[config.mk]
export PLATFORM = sky130hd
export DESIGN_NAME = lpm_sequencer
export DESIGN_NICKNAME = d
export VERILOG_FILES = /design/src/rtl/lpm_pkg.sv /design/src/rtl/lpm_region.sv /design/src/rtl/lpm_fsm.sv /design/src/rtl/lpm_sequencer.sv
export SDC_FILE = /design/constraint.sdc
export NUM_CORES = 1
export LEC_CHECK = 0
export BUFFER_PORTS_ARGS = -buffer_cell sky130_fd_sc_hd__buf_4
export CELL_PAD_IN_SITES_DETAIL_PLACEMENT = 0
export CELL_PAD_IN_SITES_GLOBAL_PLACEMENT = 2
export CORE_UTILIZATION = 31
export CTS_BUF_LIST = sky130_fd_sc_hd__clkbuf_8
export DETAILED_ROUTE_END_ITERATION = 12
export PLACE_DENSITY = 0.81
export SYNTH_ARGS = -nofsm -noshare
export SYNTH_HDL_FRONTEND = slang
export SYNTH_SLANG_ARGS = --single-unit
export TNS_END_PERCENT = 50
[constraint.sdc]
create_clock -name clk -period 2.6 [get_ports clk]
set_input_delay 0.13 -clock clk [delete_from_list [all_inputs] [get_ports clk]]
set_output_delay 0.13 -clock clk [all_outputs]
set_load 0.005 [all_outputs]
[src/rtl/lpm_pkg.sv]
package lpm_pkg;

  typedef enum logic [2:0] {
    PWR_INIT    = 3'd0,
    PWR_ACTIVE  = 3'd1,
    PWR_STANDBY = 3'd2,
    PWR_RETAIN  = 3'd3,
    PWR_DEEP    = 3'd4,
    PWR_MODESET = 3'd5
  } pwr_e;

  typedef enum logic [2:0] {
    SQ_INIT, SQ_IDLE, SQ_GRANT, SQ_PZZ, SQ_PWR, SQ_PHOLD, SQ_SLEEP, SQ_RECOVER
  } seq_e;

  // bit 4 array off in sleep, bit 3 reduced size, bit 2 top, bits 1:0 area
  typedef struct packed {
    logic       off_on_sleep;
    logic       size_cut;
    logic       top_sel;
    logic [1:0] area;
  } lpm_cfg_t;

  localparam logic [1:0] AREA_FULL    = 2'b00;
  localparam logic [1:0] AREA_RSVD    = 2'b01;
  localparam logic [1:0] AREA_HALF    = 2'b10;
  localparam logic [1:0] AREA_QUARTER = 2'b11;

  localparam lpm_cfg_t CFG_DEFAULT = '0;

  function automatic logic zz_low_in(seq_e s);
    return (s == SQ_PZZ) || (s == SQ_PWR) || (s == SQ_PHOLD) || (s == SQ_SLEEP);
  endfunction

endpackage

[src/rtl/lpm_region.sv]
module lpm_region
  import lpm_pkg::*;
#(
  parameter int AW = 19
) (
  input  lpm_cfg_t        cfg_i,
  output logic [AW-1:0]   lo_o,
  output logic [AW-1:0]   hi_o
);
  localparam logic [AW-1:0] TOP_ADDR  = '1;
  localparam logic [AW-1:0] HALF_SPAN = {1'b0, {(AW-1){1'b1}}};
  localparam logic [AW-1:0] QUAR_SPAN = {2'b00, {(AW-2){1'b1}}};

  logic [AW-1:0] span;
  logic          partial;

  always_comb begin
    partial = 1'b1;
    span    = TOP_ADDR;
    unique case (cfg_i.area)
      AREA_HALF:    span = HALF_SPAN;
      AREA_QUARTER: span = QUAR_SPAN;
      default:      partial = 1'b0;
    endcase
    if (partial && cfg_i.top_sel) begin
      lo_o = TOP_ADDR - span;
      hi_o = TOP_ADDR;
    end else begin
      lo_o = '0;
      hi_o = span;
    end
  end
endmodule

[src/rtl/lpm_fsm.sv]
module lpm_fsm
  import lpm_pkg::*;
#(
  parameter int PWRUP_CYC   = 10000,
  parameter int WR_CYC      = 4,
  parameter int MIN_ZZ_CYC  = 500,
  parameter int REC_CYC     = 10000,
  parameter int WRSTART_LIM = 50
) (
  input  logic     clk,
  input  logic     rst_n,
  input  logic     cfg_valid,
  output logic     cfg_ready,
  input  lpm_cfg_t cfg_word,
  input  logic     sleep_req,
  input  logic     acc_req,
  output logic     acc_gnt,
  output logic     zz_n,
  output logic     cs_n,
  output logic     we_n,
  output lpm_cfg_t wr_cfg,
  output lpm_cfg_t cfg_q,
  output logic     cfg_err,
  output logic     contents_valid,
  output pwr_e     pwr_state
);
  localparam int MAXC = (PWRUP_CYC > REC_CYC) ?
                        ((PWRUP_CYC > WR_CYC) ? PWRUP_CYC : WR_CYC) :
                        ((REC_CYC > WR_CYC) ? REC_CYC : WR_CYC);
  localparam int CW = $clog2(MAXC + 1);
  localparam int ZW = $clog2(MIN_ZZ_CYC + 1);
  localparam logic [CW-1:0] PWRUP_LAST = CW'(PWRUP_CYC - 1);
  localparam logic [CW-1:0] WR_LAST    = CW'(WR_CYC - 1);
  localparam logic [CW-1:0] REC_LAST   = CW'(REC_CYC - 1);
  localparam logic [ZW-1:0] MIN_LAST   = ZW'(MIN_ZZ_CYC - 1);

  seq_e          st, st_nx;
  logic [CW-1:0] cnt;
  logic [ZW-1:0] zz_cnt;
  lpm_cfg_t      pend_q;
  logic          accept, rsvd, min_done;

  assign cfg_ready = (st == SQ_IDLE);
  assign accept    = cfg_valid && cfg_ready;
  assign rsvd      = (cfg_word.area == AREA_RSVD);
  assign min_done  = (zz_cnt == MIN_LAST);

  always_comb begin
    st_nx = st;
    unique case (st)
      SQ_INIT:    if (cnt == PWRUP_LAST) st_nx = SQ_IDLE;
      SQ_IDLE: begin
        if (accept)         st_nx = rsvd ? SQ_IDLE : SQ_PZZ;
        else if (sleep_req) st_nx = SQ_SLEEP;
        else if (acc_req)   st_nx = SQ_GRANT;
      end
      SQ_GRANT:   if (!acc_req) st_nx = SQ_IDLE;
      SQ_PZZ:     st_nx = SQ_PWR;
      SQ_PWR:     if (cnt == WR_LAST) st_nx = SQ_PHOLD;
      SQ_PHOLD:   if (min_done) st_nx = SQ_IDLE;
      SQ_SLEEP:   if (!sleep_req && min_done)
                    st_nx = cfg_q.off_on_sleep ? SQ_RECOVER : SQ_IDLE;
      SQ_RECOVER: if (cnt == REC_LAST) st_nx = SQ_IDLE;
      default:    st_nx = SQ_INIT;
    endcase
  end

  always_ff @(posedge clk or negedge rst_n) begin
    if (!rst_n) begin
      st             <= SQ_INIT;
      cnt            <= '0;
      zz_cnt         <= '0;
      pend_q         <= CFG_DEFAULT;
      cfg_q          <= CFG_DEFAULT;
      cfg_err        <= 1'b0;
      contents_valid <= 1'b1;
    end else begin
      st <= st_nx;
      if (st_nx != st) cnt <= '0;
      else if (st == SQ_INIT || st == SQ_PWR || st == SQ_RECOVER) cnt <= cnt + 1'b1;

      if (zz_low_in(st) && zz_low_in(st_nx))
        zz_cnt <= min_done ? zz_cnt : zz_cnt + 1'b1;
      else
        zz_cnt <= '0;

      if (accept) begin
        cfg_err <= rsvd;
        if (!rsvd) pend_q <= cfg_word;
      end
      if (st == SQ_PHOLD && st_nx == SQ_IDLE) cfg_q <= pend_q;

      if (st == SQ_IDLE && st_nx == SQ_SLEEP && cfg_q.off_on_sleep) contents_valid <= 1'b0;
      else if (st == SQ_IDLE && st_nx == SQ_GRANT) contents_valid <= 1'b1;
    end
  end

  assign acc_gnt = (st == SQ_GRANT);
  assign zz_n    = !zz_low_in(st);
  assign cs_n    = (st != SQ_PWR);
  assign we_n    = (st != SQ_PWR);
  assign wr_cfg  = pend_q;

  always_comb begin
    unique case (st)
      SQ_INIT:                    pwr_state = PWR_INIT;
      SQ_GRANT:                   pwr_state = PWR_ACTIVE;
      SQ_PZZ, SQ_PWR, SQ_PHOLD:   pwr_state = PWR_MODESET;
      SQ_SLEEP:                   pwr_state = cfg_q.off_on_sleep ? PWR_DEEP : PWR_RETAIN;
      SQ_RECOVER:                 pwr_state = PWR_DEEP;
      default:                    pwr_state = PWR_STANDBY;
    endcase
  end

  AST_ZZ_FALL_DESELECTED: assert property (@(posedge clk) disable iff (!rst_n)
    $fell(zz_n) |-> cs_n && $past(cs_n)) else $error("zz fell with chip selected");
  AST_WRITE_STARTS_IN_TIME: assert property (@(posedge clk) disable iff (!rst_n)
    $fell(we_n) |-> (!zz_n && int'(zz_cnt) < WRSTART_LIM)) else $error("register write late");
  AST_MIN_SLEEP: assert property (@(posedge clk) disable iff (!rst_n)
    $rose(zz_n) |-> ($past(zz_cnt) == MIN_LAST)) else $error("sleep pin low too short");
  AST_CFG_ONLY_AT_RISE: assert property (@(posedge clk) disable iff (!rst_n)
    !$stable(cfg_q) |-> $rose(zz_n)) else $error("config changed off the zz rise");
  AST_RESERVED_KEEPS_CFG: assert property (@(posedge clk) disable iff (!rst_n)
    $rose(cfg_err) |-> ($stable(cfg_q) && zz_n)) else $error("reserved word touched config");
  AST_DEEP_LOSES_DATA: assert property (@(posedge clk) disable iff (!rst_n)
    ($rose(pwr_state == PWR_DEEP) && !zz_n) |-> !contents_valid) else $error("valid kept in deep");
  AST_GNT_AWAKE: assert property (@(posedge clk) disable iff (!rst_n)
    acc_gnt |-> (zz_n && we_n && pwr_state == PWR_ACTIVE)) else $error("grant while not awake");
endmodule

[src/rtl/lpm_sequencer.sv]
module lpm_sequencer
  import lpm_pkg::*;
#(
  parameter int AW          = 19,
  parameter int PWRUP_CYC   = 10000,
  parameter int WR_CYC      = 4,
  parameter int MIN_ZZ_CYC  = 500,
  parameter int REC_CYC     = 10000,
  parameter int WRSTART_LIM = 50
) (
  input  logic          clk,
  input  logic          rst_n,
  input  logic          cfg_valid,
  output logic          cfg_ready,
  input  logic [4:0]    cfg_word,
  input  logic          sleep_req,
  input  logic          acc_req,
  output logic          acc_gnt,
  output logic          mem_zz_n,
  output logic          mem_cs_n,
  output logic          mem_we_n,
  output logic [AW-1:0] mem_addr,
  output logic [2:0]    pwr_state,
  output logic [4:0]    cfg_value,
  output logic          cfg_err,
  output logic          contents_valid,
  output logic          size_limited,
  output logic [AW-1:0] ret_lo,
  output logic [AW-1:0] ret_hi
);
  lpm_cfg_t cfg_q, wr_cfg, word_in;
  pwr_e     pwr;

  assign word_in = lpm_cfg_t'(cfg_word);

  lpm_fsm #(
    .PWRUP_CYC(PWRUP_CYC), .WR_CYC(WR_CYC), .MIN_ZZ_CYC(MIN_ZZ_CYC),
    .REC_CYC(REC_CYC), .WRSTART_LIM(WRSTART_LIM)
  ) u_fsm (
    .clk(clk), .rst_n(rst_n), .cfg_valid(cfg_valid), .cfg_ready(cfg_ready),
    .cfg_word(word_in), .sleep_req(sleep_req), .acc_req(acc_req), .acc_gnt(acc_gnt),
    .zz_n(mem_zz_n), .cs_n(mem_cs_n), .we_n(mem_we_n), .wr_cfg(wr_cfg),
    .cfg_q(cfg_q), .cfg_err(cfg_err), .contents_valid(contents_valid), .pwr_state(pwr)
  );

  lpm_region #(.AW(AW)) u_region (.cfg_i(cfg_q), .lo_o(ret_lo), .hi_o(ret_hi));

  assign mem_addr     = mem_we_n ? '0 : {{(AW-5){1'b0}}, wr_cfg};
  assign pwr_state    = pwr;
  assign cfg_value    = cfg_q;
  assign size_limited = cfg_q.size_cut;
endmodule

* Yosys cells after proc, flatten, opt, wreduce, memory -nomap -nowiden
Index checks and enable logic that the tools add are counted.
** Word-level totals
- Register bits after elaboration :: 38
- Bits in latches :: 0
- Memory bits (writable) :: 0
- Memory bits (read-only) :: 0
- Bits of input ports :: 10
- Output and inout bits :: 73
- Memories kept :: 0
** Cells by class
- Add/subtract/negate cells :: 3
- Multipliers :: 0
- Div/mod/pow operators :: 0
- $lt $le $gt $ge :: 0
- Eq/ne operators :: 22
- Shift operators :: 0
- Mux-type cells :: 24
- Bitwise operators :: 1
- Reduce and logical (&&, ||, !) cells :: 25
** Operators with widths (count)
- 19-bit 2-to-1 mux :: 2
- 19-bit case mux with 2 select lines :: 1
- 3-bit 2-to-1 mux :: 10
- 14-bit 2-to-1 mux :: 2
- 3-bit == test, second input constant :: 7
- 3-bit case mux with 7 select lines :: 1
- 19-bit subtractor, first input constant :: 1
- 9-bit 2-to-1 mux :: 2
- 3-bit case mux with 5 select lines :: 1
- 14-bit by 1-bit adder with 14-bit output, second input constant :: 1
- 14-bit == test, second input constant :: 1
- 14-bit by 2-bit == test with 1-bit output, second input constant :: 1
- 3-bit by 2-bit == test with 1-bit output, second input constant :: 4
- 9-bit by 1-bit adder with 9-bit output, second input constant :: 1
- 9-bit == test, second input constant :: 1
- 1-bit logical AND :: 8
- 1-bit logical OR :: 8
- 3-bit by 1-bit == test with 1-bit output, second input constant :: 2
- 5-bit 2-to-1 mux :: 1
- 2-bit == test, second input constant :: 2
- 2-bit nonzero test :: 2
- 2-bit OR reduction :: 2
- 3-bit logical NOT :: 1
- 1-bit 2-to-1 mux :: 3
- other kinds (9) :: 10

* Longest topological paths before layout
- Depth in word-level cells :: 10
- Depth in mapped cells :: 8
- Mapped depth without buffers :: 7

* Hierarchy
Synthesis repeated with hierarchy kept, for this count alone.
** Second synthesis, totals
- Cell total of the unflattened synthesis :: 289
- Area total of the unflattened synthesis :: 2586.2 um2
** By module, submodules not included
- lpm_fsm :: instances 1, cells an instance 228, area each 2148.3 um2, sequential area each 952.2 um2
- lpm_region :: instances 1, cells an instance 40, area each 290.3 um2, sequential area each 0.0 um2
- lpm_sequencer :: instances 1, cells an instance 21, area each 147.6 um2, sequential area each 0.0 um2

* Worst setup path before layout
OpenSTA, ideal clock, no wires.
- Path kind :: register to register
- Start :: register u_fsm.cnt[4]
- End :: register u_fsm.cnt[10]
- Data arrival time :: 1861 ps
- Setup slack :: 618 ps
- Cell stages (with the launch flop) :: 7
- Period minus slack after synthesis :: 1982 ps
- Cell sequence :: dfrtp_1 or4_4 nor4_4 a21oi_2 nor3_4 buf_6 nor3_1
** Between the ends
- Longest elaborated chain between the ends :: 5
- Elaborated cells between the ends (all ways) :: 10
- Those cells by class :: 1 x add/sub; 3 x eq/ne; 5 x mux; 1 x reduce/logical
** RTL lines
- from (decl) :: line lpm_fsm.sv:38 : logic [CW-1:0] cnt;
- from (signal assigned) :: line lpm_fsm.sv:80 : else if (st == SQ_INIT || st == SQ_PWR || st == SQ_RECOVER) cnt <= cnt + 1'b1;
- 14-bit == test or 14-bit by 2-bit == test with 1-bit output (tied branches) :: line lpm_fsm.sv:51, lpm_fsm.sv:63, lpm_fsm.sv:59
- 3-bit 2-to-1 mux (on tied branches) :: line lpm_fsm.sv:51, lpm_fsm.sv:63, lpm_fsm.sv:59
- 3-bit case mux with 7 select lines :: line lpm_fsm.sv:50 : unique case (st)
- 3-bit != test :: line lpm_fsm.sv:79 : if (st_nx != st) cnt <= '0;
- 14-bit 2-to-1 mux or 2-bit nonzero test (tied branches)
Several ways; a longest one is shown, not always the timed one. The select of a mux whose other input is x is not followed.
A chain may end at the register's enable or synchronous reset.

* Worst setup path in the final report
- Start :: register u_fsm.st[1]
- End :: register u_fsm.zz_cnt[6]
** Between the ends
- Longest elaborated chain between the ends :: 10
- Elaborated cells between the ends (all ways) :: 32
- Those cells by class :: 12 x eq/ne; 10 x mux; 10 x reduce/logical
** RTL lines
- from (decl) :: line lpm_fsm.sv:37 : seq_e st, st_nx;
- from (signal assigned) :: line lpm_fsm.sv:78 : st <= st_nx;
- 3-bit by 1-bit == test with 1-bit output or 3-bit 2-to-1 mux (tied branches) :: line lpm_fsm.sv:43, lpm_fsm.sv:50, lpm_fsm.sv:55
- 1-bit logical AND or 3-bit 2-to-1 mux (tied branches) :: line lpm_fsm.sv:44, lpm_fsm.sv:54
- 3-bit 2-to-1 mux :: line lpm_fsm.sv:53 : if (accept) st_nx = rsvd ? SQ_IDLE : SQ_PZZ;
- 3-bit case mux with 7 select lines :: line lpm_fsm.sv:50
- 3-bit by 2-bit == test with 1-bit output or 3-bit == test (tied branches) :: line lpm_pkg.sv:32 : return (s == SQ_PZZ) || (s == SQ_PWR) || (s == SQ_PHOLD) || (s == SQ_SLEEP);
- 1-bit logical OR (3 in a row) :: line lpm_pkg.sv:32
- 1-bit logical AND (*) :: line lpm_fsm.sv:82 : if (zz_low_in(st) && zz_low_in(st_nx))
- 2-bit != test (no line) or 9-bit 2-to-1 mux (tied branches)
- to (signal assigned) :: line lpm_fsm.sv:83 : zz_cnt <= min_done ? zz_cnt : zz_cnt + 1'b1;
- to (decl) :: line lpm_fsm.sv:39 : logic [ZW-1:0] zz_cnt;
Every way passes the cells marked *; elsewhere a longest branch is shown, timed or not.

==> impl_metrics.yaml <==
timing:
  finalSetupViolCount: 0
  tightest_slew_ps: 582
  fin_crit_ps: 2260
  hold_viol: 0
  fmax_ghz: 0.442
  finalCritPeriodShare_pct: 87.0
  fin_tns_setup_ps: 0
  drv_slew: 0
  rsz0062_at_grt: "no"
  setup_ws_ps: 339
  finalClockSkew_ps: 9.29
  relSlewSlack_pct: 60.8
critical_path:
  reg2reg_depth: 7
  crit_chain: "nor2_1, nand2_1, clkinv_1, a211oi_1, a32oi_1, a2bb2oi_2, a211oi_1"
  cp_slowest_cell: "dfrtp_1"
  r2r_end: "u_fsm.zz_cnt[6]"
  worstPathArrival_ps: 2410
  crit_path_end_kind: "flip-flop"
  crit_fanout: 12
  path_buf_inv: 1
  worstPathRequired_ps: 2750
  reg2reg_setup_slack_ps: 340
  crit_type: "reg2reg"
  reg2reg_from: "u_fsm.st[1]"
  worst_setup_path_start_kind: "flip-flop"
  cpLargestDelayFamily: "compound AO/OA/AOI/OAI gates"
  timing.critical_path.mode_cell: "a211oi_1"
  slowest_delay_ps: 550
synth:
  synth_ff_type: "dfrtp_1"
  synth-seq-cells: 38
  avgSynthCellArea_um2: 9.47
  ys_warn_count: 0
  synthAdderAreaFrac_pct: 0.998
  synth_cell_types: 51
  synth_cells: 265
  synthSimpleGateAreaFrac_pct: 20.0
  synth-compound-area-share_pct: 10.9
  synth-xor-area-share_pct: 6.98
  synth_mux_area_share_pct: 5.29
  syn-cell-area_um2: 2510
  synth-seq-area-share_pct: 38.0
  synth_edf_count: 0
  synth_top_family_by_area: "simple AND/OR/NAND/NOR gates"
  async_flop_share_pct: 100
die:
  die_w_um: 92.0
  die_h_um: 92.0
  core-area_um2: 7770
  start_util_pct: 32.3
  pin_count: 83
  die_area_um2: 8460
  placementRows: 32
hold_path:
  hp-start: "cfg_word[3]"
  min_to: "u_fsm.wr_cfg[3]"
  hold-path-cell-count: 2
  hold_path.class: "in2reg"
global_routing:
  grt_pass1_vias: 1717
  grt_pass1_wl_um: 8400
  grt.total_usage_pct: 12.7
  grt_overflow_total: 0
  antenna_found_initial: 0
  grt_max_degree: 39
job:
  cap_violations: 0
layout:
  drive_above_1_share_pct: 23.2
  fill_cells: 810
  stdcell_area_um2: 2830
  multi_input_area_um2: 1290
  final_nets: 317
  area_delta_synth_final_pct: 12.6
  n_antenna_cell: 0
  seq_area_um2: 952
  final_cells: 408
  fin_util_pct: 36.4
routing:
  via_per_inst: 4.56
  wire_per_inst_um: 12.8
  ant_nets: 0
  initialDrtViolationCount: 47
  drcViolationCount: 0
  drt-pass1-iter-count: 4
  dr_total_vias: 1860
  finalWirelength_um: 5230
cts:
  cts_sinks: 38
  cts_buffers: 5
  cts_resized: 0
  cts_tree: "done"
  root_buffer: "clkbuf_8"
  h-tree-depth: 2
  path_clk_slew_ps: 80
  clkLatencyLatePin_ps: 300
  clk_path_buf_depth: 2
placed_design:
  gp_congestion: 0.815
  placed_cell_area_um2: 2710
  place_inst: 398
  port_buffers: 34
  hpwl_um: 3830
  place_ws_ps: 189
power:
  vdd_drop_max_mv: 0.334
  power.leakage_nw: 1.31
  powerDensity_nw_per_um2: 805
status:
  status: "complete, no violations"
[cells by family (layout without fill, tap and decap cells)]
group,count (synthesis),in the layout
buffers and inverters,64,59
adder cells (fa/ha/maj),2,2
AO/OA/AOI/OAI,38,38
flip-flops,38,38
XOR/XNOR,20,20
AND/OR/NAND/NOR,89,89
other,2,48
multiplexers,12,12
[per-layer routing]
layer / global-route usage, % / up-vias / routed length (µm)
li1: - / 908 / -
met1: 17.5 / 889 / 2470
met2: 19.0 / 57 / 2450
met3: 2.90 / 6 / 224
met4: 5.60 / 0 / 85
met5: 0 / - / 0
[cell type report]
type                       instances  share of cell area (%)
clock buffer                       5                    2.44
tap                              102                    4.52
timing repair buffer              43                    12.0
clock inverter                     3                   0.753
multi-input combinational        209                    45.6
inverter                           8                    1.06
sequential                        38                    33.7
[synth_stat cells (3+ instances only)]
cell type | instances | share of area, %
nand2_1 | 17 | 2.5
and3_1 | 4 | 1.0
nand4_1 | 4 | 1.0
and2_1 | 6 | 1.5
xnor2_1 | 5 | 1.7
nand3_1 | 11 | 2.2
nor2_1 | 11 | 1.6
buf_4 | 51 | 15
xor2_1 | 15 | 5.2
nand2b_1 | 3 | 0.75
o21ai_0 | 6 | 1.2
a21oi_1 | 6 | 1.2
a211oi_1 | 10 | 3.0
nor3_1 | 16 | 3.2
inv_1 | 7 | 1.0
dfrtp_1 | 37 | 37
and4_1 | 3 | 1.0
mux2_2 | 10 | 4.5
[timing repair]
item | CTS | global route
endpoints found under the setup margin | 0 | 14
buffers inserted | 0 | 1
hold buffers | 1 | 0
hold endpoints to repair | 37 | 0
[flip-flops by register name, summed over array words and instances, names as in the netlist]
name	count
u_fsm.st	3
u_fsm.zz_cnt	9
u_fsm.contents_valid	1
u_fsm.wr_cfg	5
u_fsm.cfg_err	1
u_fsm.cnt	14
u_fsm.cfg_q	5
[per-stage QoR]
step,hold slack (ps),power [mW]
after floorplan,-166,1.51
after CTS,46.1,2.26
final,56.9,2.27
after detailed placement,139,1.84
after global placement,138,1.83
after global routing,56.6,2.44
[how the worst max path moves through the flow]
stage / startpoint / to / slack, ps / depth (start not counted)
after global routing: u_fsm.st[1] / u_fsm.zz_cnt[6] / 150 / 7
after floorplan: u_fsm.cnt[4] / u_fsm.cnt[10] / 620 / 6
after CTS: u_fsm.st[1] / u_fsm.cnt[0] / 170 / 7
after detailed placement: u_fsm.st[1] / u_fsm.cnt[3] / 190 / 7
final: u_fsm.st[1] / u_fsm.zz_cnt[6] / 340 / 7
after global placement: u_fsm.st[1] / u_fsm.cnt[5] / 190 / 7
[layout by cell type (no fill, tap or decap), drive strengths merged, types with 7 or more instances in the layout]
| cell | n |
|---|---|
| buf | 42 |
| xor2 | 15 |
| conb | 48 |
| nor2 | 11 |
| dfrtp | 37 |
| nand3 | 11 |
| a211oi | 10 |
| mux2 | 10 |
| inv | 7 |
| nor3 | 17 |
| nand2 | 17 |
| a21oi | 8 |
[where the power goes]
group	internal, mW	switching (mW)
clock network	0.188	0.222
registers	0.706	0.107
logic	0.471	0.579
(Power assumes the default switching activity.)
